[config.mk]
export PLATFORM = sky130hd
export DESIGN_NAME = e1_bus_demux
export DESIGN_NICKNAME = d
export VERILOG_FILES = /design/src/rtl/e1dm_pkg.sv /design/src/rtl/e1dm_fp_edge.sv /design/src/rtl/e1dm_frame_timer.sv /design/src/rtl/e1dm_slot_assembler.sv /design/src/rtl/e1_bus_demux.sv
export SDC_FILE = /design/constraint.sdc
export NUM_CORES = 1
export LEC_CHECK = 0
export ABC_AREA = 1
export BUFFER_PORTS_ARGS = -buffer_cell sky130_fd_sc_hd__buf_2
export CAP_MARGIN = 30
export CELL_PAD_IN_SITES_DETAIL_PLACEMENT = 0
export CELL_PAD_IN_SITES_GLOBAL_PLACEMENT = 1
export CORE_MARGIN = 10
export CORE_UTILIZATION = 40
export DETAILED_ROUTE_END_ITERATION = 10
export GPL_TIMING_DRIVEN = 0
export HOLD_SLACK_MARGIN = 0.12
export PLACE_DENSITY_LB_ADDON = 0.1
export RECOVER_POWER = 50
export SYNTH_ARGS = -nofsm -noshare
export SYNTH_HDL_FRONTEND = slang
export SYNTH_SLANG_ARGS = --single-unit
export TNS_END_PERCENT = 20
[constraint.sdc]
create_clock -name clk -period 1.9 [get_ports clk]
set_clock_uncertainty 0.05 [all_clocks]
set_input_delay 0.19 -clock clk [delete_from_list [all_inputs] [get_ports clk]]
set_output_delay 0.19 -clock clk [all_outputs]
set_load 0.01 [all_outputs]
[src/rtl/e1dm_pkg.sv]
// Package: shared constants for the two-link interleaved bus splitter.
// Assumes an E1 frame of 32 timeslots per link and byte-wide slots.
package e1dm_pkg;
    localparam int E1_SLOTS    = 32;  // timeslots per link frame
    localparam int E1_LINKS    = 2;   // links sharing the bus
    localparam int SLOT_BITS   = 8;   // bits per slot
    localparam int SIG_NIBBLE  = 4;   // signaling bits per slot (tail of slot)
    localparam int OS_SLOW     = 2;   // clocks per bit, slower bus rate
    localparam int OS_FAST     = 4;   // clocks per bit, faster bus rate
endpackage

[src/rtl/e1dm_fp_edge.sv]
// Module: frame pulse polarity correction and start-edge detection.
// Assumes: bus_fp is synchronous to clk; only the inactive-to-active
// transition marks a frame start, so a long pulse restarts once.
module e1dm_fp_edge (
    input  logic clk,
    input  logic rst_n,
    input  logic fp_raw,
    input  logic fp_low,
    output logic pulse_edge
);
    logic fp_active;
    logic fp_prev_q;

    // Normalise the pulse to active-high.
    assign fp_active  = fp_raw ^ fp_low;
    // A start is the first clock the pulse is active.
    assign pulse_edge = fp_active & ~fp_prev_q;

    // Remember the previous pulse level for edge detection.
    always_ff @(posedge clk) begin
        if (!rst_n) fp_prev_q <= 1'b0;
        else        fp_prev_q <= fp_active;
    end

    // a held pulse yields a single start edge.
    p_single_edge_r2: assert property (@(posedge clk) disable iff (!rst_n)
        pulse_edge |=> !pulse_edge);
endmodule

[src/rtl/e1dm_frame_timer.sv]
// Module: phase, bit and slot-position counters with lock and realignment.
// Assumes: os_sel is static outside reset. A start edge places the current
// clock at phase 0 of bit 0 of position 0; position bit 0 is the link.
module e1dm_frame_timer #(
    parameter int OS_LO       = 2,
    parameter int OS_HI       = 4,
    parameter int BYTE_W      = 8,
    parameter int FRAME_BYTES = 64,
    localparam int PH_W  = $clog2(OS_HI),
    localparam int BIT_W = $clog2(BYTE_W),
    localparam int POS_W = $clog2(FRAME_BYTES)
) (
    input  logic             clk,
    input  logic             rst_n,
    input  logic             os_sel,
    input  logic             pulse_edge,
    output logic             locked,
    output logic             capture,
    output logic             byte_end,
    output logic [POS_W-1:0] pos,
    output logic             realign
);
    logic [PH_W-1:0]  phase_q;
    logic [BIT_W-1:0] bit_q;
    logic [POS_W-1:0] pos_q;
    logic             locked_q;
    logic             realign_q;
    logic [PH_W-1:0]  os_last;
    logic             at_boundary;
    logic             bit_last;
    logic             pos_last;

    // Last phase index of a bit for the selected bus rate.
    assign os_last     = os_sel ? PH_W'(OS_HI - 1) : PH_W'(OS_LO - 1);
    // Counters sit exactly at the start of a frame.
    assign at_boundary = (phase_q == '0) && (bit_q == '0) && (pos_q == '0);
    assign bit_last    = (bit_q == BIT_W'(BYTE_W - 1));
    assign pos_last    = (pos_q == POS_W'(FRAME_BYTES - 1));
    // Sample strobe: last clock of a bit span, not overridden by a restart.
    assign capture     = locked_q && !pulse_edge && (phase_q == os_last);
    assign byte_end    = capture && bit_last;

    assign locked  = locked_q;
    assign pos     = pos_q;
    assign realign = realign_q;

    // Advance the phase, bit and position counters; restart on a pulse edge.
    always_ff @(posedge clk) begin
        if (!rst_n) begin
            phase_q   <= '0;
            bit_q     <= '0;
            pos_q     <= '0;
            locked_q  <= 1'b0;
            realign_q <= 1'b0;
        end else if (pulse_edge) begin
            phase_q   <= PH_W'(1);
            bit_q     <= '0;
            pos_q     <= '0;
            locked_q  <= 1'b1;
            realign_q <= locked_q && !at_boundary;
        end else begin
            realign_q <= 1'b0;
            if (locked_q) begin
                if (phase_q == os_last) begin
                    phase_q <= '0;
                    if (bit_last) begin
                        bit_q <= '0;
                        pos_q <= pos_last ? '0 : pos_q + POS_W'(1);
                    end else begin
                        bit_q <= bit_q + BIT_W'(1);
                    end
                end else begin
                    phase_q <= phase_q + PH_W'(1);
                end
            end
        end
    end

    // the phase never leaves the span of the selected rate.
    p_phase_in_span_r3: assert property (@(posedge clk) disable iff (!rst_n)
        phase_q <= os_last);
    // a start edge places the counters at the first bit of the frame.
    p_restart_r2: assert property (@(posedge clk) disable iff (!rst_n)
        pulse_edge |=> (locked_q && phase_q == PH_W'(1) && bit_q == '0 && pos_q == '0));
    // the last slot of a frame is followed by position 0.
    p_wrap_r9: assert property (@(posedge clk) disable iff (!rst_n)
        (byte_end && pos_last) |=> (pos_q == '0));
    // the realignment flag lasts one clock.
    p_realign_pulse_r10: assert property (@(posedge clk) disable iff (!rst_n)
        realign_q |=> !realign_q);
endmodule

[src/rtl/e1dm_slot_assembler.sv]
// Module: shifts in data and signaling bits and registers one record per slot.
// Assumes: capture marks each sampled bit (MSB first) and byte_end marks the
// eighth; pos is the slot position of the byte being completed.
module e1dm_slot_assembler #(
    parameter int BYTE_W = 8,
    parameter int SIG_W  = 4,
    parameter int LINK_W = 1,
    parameter int SLOT_W = 5,
    localparam int POS_W = LINK_W + SLOT_W
) (
    input  logic              clk,
    input  logic              rst_n,
    input  logic              capture,
    input  logic              byte_end,
    input  logic [POS_W-1:0]  pos,
    input  logic              data_bit,
    input  logic              sig_bit,
    output logic              rec_valid,
    output logic [LINK_W-1:0] rec_link,
    output logic [SLOT_W-1:0] rec_slot,
    output logic [BYTE_W-1:0] rec_byte,
    output logic [SIG_W-1:0]  rec_sig,
    output logic              rec_first
);
    logic [BYTE_W-2:0] data_sh_q;
    logic [SIG_W-2:0]  sig_sh_q;
    logic [SLOT_W-1:0] slot_of_pos;

    assign slot_of_pos = pos[POS_W-1:LINK_W];

    // Data shifter keeps the first seven bits of the slot, oldest at the top.
    always_ff @(posedge clk) begin
        if (!rst_n)       data_sh_q <= '0;
        else if (capture) data_sh_q <= {data_sh_q[BYTE_W-3:0], data_bit};
    end

    // Signaling shifter keeps only the most recent bits, so the slot tail wins.
    generate
        if (SIG_W > 2) begin : g_sig_wide
            always_ff @(posedge clk) begin
                if (!rst_n)       sig_sh_q <= '0;
                else if (capture) sig_sh_q <= {sig_sh_q[SIG_W-3:0], sig_bit};
            end
        end else begin : g_sig_narrow
            always_ff @(posedge clk) begin
                if (!rst_n)       sig_sh_q <= '0;
                else if (capture) sig_sh_q <= sig_bit;
            end
        end
    endgenerate

    // Register the completed record together with its one-clock strobe.
    always_ff @(posedge clk) begin
        if (!rst_n) begin
            rec_valid <= 1'b0;
            rec_link  <= '0;
            rec_slot  <= '0;
            rec_byte  <= '0;
            rec_sig   <= '0;
            rec_first <= 1'b0;
        end else begin
            rec_valid <= byte_end;
            if (byte_end) begin
                rec_link  <= pos[LINK_W-1:0];
                rec_slot  <= slot_of_pos;
                rec_byte  <= {data_sh_q, data_bit};
                rec_sig   <= {sig_sh_q, sig_bit};
                rec_first <= (slot_of_pos == '0);
            end
        end
    end

    // each record strobe lasts exactly one clock.
    p_valid_one_clock_r7: assert property (@(posedge clk) disable iff (!rst_n)
        rec_valid |=> !rec_valid);
endmodule

[src/rtl/e1_bus_demux.sv]
// Module: top of the two-link interleaved E1 bus splitter.
// Assumes: link count is a power of two, cfg_os4 and cfg_fp_low are static
// outside reset, and all inputs are synchronous to clk.
module e1_bus_demux #(
    parameter int SLOTS   = e1dm_pkg::E1_SLOTS,
    parameter int LINKS   = e1dm_pkg::E1_LINKS,
    parameter int BYTE_W  = e1dm_pkg::SLOT_BITS,
    parameter int SIG_W   = e1dm_pkg::SIG_NIBBLE,
    parameter int OS_LO   = e1dm_pkg::OS_SLOW,
    parameter int OS_HI   = e1dm_pkg::OS_FAST,
    localparam int LINK_W      = $clog2(LINKS),
    localparam int SLOT_W      = $clog2(SLOTS),
    localparam int FRAME_BYTES = LINKS * SLOTS,
    localparam int POS_W       = LINK_W + SLOT_W
) (
    input  logic              clk,
    input  logic              rst_n,
    input  logic              cfg_fp_low,
    input  logic              cfg_os4,
    input  logic              bus_data,
    input  logic              bus_sig,
    input  logic              bus_fp,
    output logic              out_valid,
    output logic [LINK_W-1:0] out_link,
    output logic [SLOT_W-1:0] out_slot,
    output logic [BYTE_W-1:0] out_byte,
    output logic [SIG_W-1:0]  out_sig,
    output logic              out_frame_start,
    output logic              out_realign
);
    logic             pulse_edge;
    logic             locked_w;
    logic             capture_w;
    logic             byte_end_w;
    logic [POS_W-1:0] pos_w;

    e1dm_fp_edge u_fp_edge (
        .clk        (clk),
        .rst_n      (rst_n),
        .fp_raw     (bus_fp),
        .fp_low     (cfg_fp_low),
        .pulse_edge (pulse_edge)
    );

    e1dm_frame_timer #(
        .OS_LO       (OS_LO),
        .OS_HI       (OS_HI),
        .BYTE_W      (BYTE_W),
        .FRAME_BYTES (FRAME_BYTES)
    ) u_timer (
        .clk        (clk),
        .rst_n      (rst_n),
        .os_sel     (cfg_os4),
        .pulse_edge (pulse_edge),
        .locked     (locked_w),
        .capture    (capture_w),
        .byte_end   (byte_end_w),
        .pos        (pos_w),
        .realign    (out_realign)
    );

    e1dm_slot_assembler #(
        .BYTE_W (BYTE_W),
        .SIG_W  (SIG_W),
        .LINK_W (LINK_W),
        .SLOT_W (SLOT_W)
    ) u_assembler (
        .clk       (clk),
        .rst_n     (rst_n),
        .capture   (capture_w),
        .byte_end  (byte_end_w),
        .pos       (pos_w),
        .data_bit  (bus_data),
        .sig_bit   (bus_sig),
        .rec_valid (out_valid),
        .rec_link  (out_link),
        .rec_slot  (out_slot),
        .rec_byte  (out_byte),
        .rec_sig   (out_sig),
        .rec_first (out_frame_start)
    );

    // no record appears while the frame timer has not locked.
    p_quiet_unlocked_r1: assert property (@(posedge clk) disable iff (!rst_n)
        !locked_w |-> !out_valid);
    // realignment is only flagged once aligned.
    p_realign_needs_lock_r10: assert property (@(posedge clk) disable iff (!rst_n)
        out_realign |-> locked_w);
endmodule

==> qor.txt <==
Clk Latency, worst-skew pair - 300 ps
Yosys warnings - 0
Compound-Gate Fraction of Synth Area - 5.154%
Leakage - 0.9587 nW
Net Count, Synth - 290
CTS sink cnt - 44
Worst r2r src - u_timer.bit_q[1]
Fmax achieved - 0.5869 GHz
Sequential cell area fraction in the yosys report - 44.25%
Crit path DAT - 1900 ps
Final Hold Vio Count - 0
Setup Buffers After CTS - 0
Slew headroom - 68.64%
Post-Route WL - 4282 µm
Int Pwr - 1.252 mW
Yosys reg bits - 44
Async S/R FF share, synth - 0%
WS Path Type - primary input to flip-flop
Slowest library cell on the worst path - dlygate4sd3_1
Antenna-violating nets left - 0
HP Class - primary input to flip-flop
Min cycle time layout - 1704 ps
R2R setup slack - 270 ps
Hold path depth - 4
PortBufs - 27
Startpoint types - primary input
CTS tree - done
Clk slew on worst S/H paths - 80 ps
Average size of a mapped cell - 7.186 µm²
# resized after CTS - 0
Post-synthesis mux area share - 0.5028%
Slowest Stage Delay on Critical Path - 530 ps
Worst-path maximum fanout - 10
Main combinational cell family by area after synthesis - simple AND/OR/NAND/NOR gates
Layout Area Growth over Synthesis - 15.34%
Post-DP HPWL - 3186 µm
CP endpoint kind - flip-flop
Worst slew pin tran - 470.3 ps
Vias - 1666
Sw frac - 26.30%
Die H - 90.55 µm
Core Box Area - 0.004786 mm²
Clk pwr share - 34.9%
Via density - 4.361
Post-synthesis xor/xnor area fraction - 0.8799%
Total global routing overflow - 0
Initial antenna violation count - 0
Post-route DRC violation count - 0
Req. time, crit path - 2090 ps
Fin. max-slew vios - 0
RD Place Congestion - 0.8141
Seq pwr share - 56.5%
Logic pwr share - 8.7%
Layout Nets - 327
Stages on the worst setup path - 10
HP Start - bus_fp
Count of final setup violators - 0
Post-Synth Simple-Gate Area - 35.39%
Die span in x - 90.55 µm
R2R Path End - u_assembler.rec_byte[2]
Cells after Synth - 277
Share of cells above drive strength 1 - 8.889%
ANT cells - 0
First-pass DRT Iterations - 4
I/O Pins - 28
Post-CTS Hold Buffers - 3
RSZ-0062 raised after global routing - no
Total CTS buffers - 5
FP Rows - 25
Total power - 1.699 mW
Crit path cell chain - dlygate4sd3_1, clkbuf_1, inv_1, nand2_1, nand3_1, buf_2, nand2_1, inv_1, o21ai_0, nor2_1
Adder-cell share of the synthesized area - 3.771%
Worst path bufs/invs - 5
End-of-flow core utilization - 47.97%
Root Buffer - clkbuf_8
Post-synth EDFFs - 0
Die area - 0.008198 mm²
Max IR drop VDD - 286.8 µV
Top_reg_cell synth - dfxtp_1
Power Dens Cells - 739.9 mW/mm²
R2R depth - 8
Initial Util - 41.59%
Maximum number of pins on one net before global-route repair - 15
Tot GR Track Use - 10.58%
Cell variety after synth - 27
Status - completed
Vias in the first global route - 1595
Sw power - 0.4468 mW
Crit share post-route - 89.67%
H-tree depth - 2
Maxcap violations - 0
Hold EP - u_fp_edge.fp_prev_q
Clock Path Buffers - 2
Mapped Area - 0.001991 mm²
Total negative slack - 0 ps
Per-cell routed wire length - 11.21 µm
First-pass GRT wire length - 7258 µm
Drt initial violations - 92
Top delay family on crit path - buffers and inverters
-- registers in the layout, indices dropped and copies added (netlist names) --
name / cells
u_assembler.rec_byte: 8
u_assembler.data_sh_q: 7
u_timer.pos: 6
u_assembler.rec_slot: 5
u_assembler.rec_sig: 4
u_assembler.sig_sh_q: 3
u_timer.bit_q: 3
u_timer.phase_q: 2
u_assembler.rec_first: 1
u_assembler.rec_link: 1
u_assembler.rec_valid: 1
u_fp_edge.fp_prev_q: 1
u_timer.locked: 1
u_timer.realign: 1
-- cells by family (layout without fill, tap and decap cells) --
family / Yosys count / count (layout)
AOI/OAI and AO/OA: 20 / 20
DFF: 44 / 44
muxes: 1 / 1
and+or+nand+nor: 159 / 159
adders and majority gates: 6 / 6
buffers and inverters: 45 / 83
xor gates and xnor gates: 2 / 2
-- worst max-delay path by stage --
stage	startpoint	to	slack, ps
finish	cfg_fp_low	u_timer.pos[1]	200
global route	cfg_fp_low	u_timer.bit_q[2]	60
CTS	u_timer.bit_q[1]	u_assembler.rec_slot[0]	240
detailed placement	u_timer.bit_q[1]	u_assembler.rec_byte[2]	240
global placement	u_timer.bit_q[1]	u_assembler.rec_byte[2]	260
floorplan	u_timer.bit_q[0]	u_assembler.rec_byte[1]	480
-- Yosys cell counts (3+ instances only) --
| cell type | n | area share [%] |
|---|---|---|
| nor2_1 | 71 | 13 |
| o21ai_1 | 12 | 3.0 |
| nand2_2 | 4 | 1.3 |
| nand2_1 | 52 | 9.8 |
| inv_1 | 34 | 6.4 |
| dfxtp_1 | 44 | 44 |
| a21oi_1 | 5 | 1.3 |
| buf_2 | 3 | 0.75 |
| nand3_1 | 25 | 6.3 |
| ha_1 | 6 | 3.8 |
-- tightest hold or removal path, stage by stage --
cell and delay, ps:
buf_2 90, nand2_1 60, nand2_1 60, nor2_1 40
-- layout make-up --
class,count,area (µm²)
Buffer,9,58.81
Inverter,36,140.1
Sequential cell,44,880.8
Tap cell,67,83.83
Timing Repair Buffer,30,137.6
Clock inverter,3,18.77
Clock buffer,5,68.82
Fill cell,536,2490
Multi-Input combinational cell,188,907.1
-- placed cells by master (no fill, tap or decap), drive strengths merged --
cell type | synthesis | final
buf | 8 | 12
clkinv | 1 | 4
nand2 | 56 | 56
inv | 35 | 35
nor2 | 74 | 74
clkbuf | 1 | 29
dfxtp | 44 | 44
nand4 | 2 | 2
o31ai | 1 | 1
nor3 | 1 | 1
a21oi | 5 | 5
nand3 | 26 | 26
mux2i | 1 | 1
ha | 6 | 6
xor2 | 2 | 2
o21ai | 14 | 14
dlygate4sd3 | 0 | 3
-- stage by stage --
stage          setup WS, ps  cells  hold WS [ps]  area (µm²)
2_1_floorplan         480.5    277         283.8        1991
6_report              196.3    382         131.9        2296
3_3_place_gp          255.2    371         406.5        2210
5_1_grt               63.18    382         158.2        2296
3_5_place_dp          239.9    371         410.0        2210
4_1_cts               237.0    382         124.8        2327
-- routing by layer --
metal / global-route usage (%) / wire length (µm)
met5: 0 / 0
met4: 3.581 / 59
met3: 4.073 / 225
met2: 16.77 / 1924
met1: 12.74 / 2072
-- power groups by stage --
stage	registers [mW]	clock network, mW	logic (mW)
2_1_floorplan	0.978	0	0.111
3_3_place_gp	0.980	0	0.145
3_5_place_dp	0.981	0	0.147
4_1_cts	0.959	0.616	0.152
5_1_grt	0.962	0.657	0.169
6_report	0.959	0.592	0.147
Note: power is estimated with default switching activity, not from simulation.
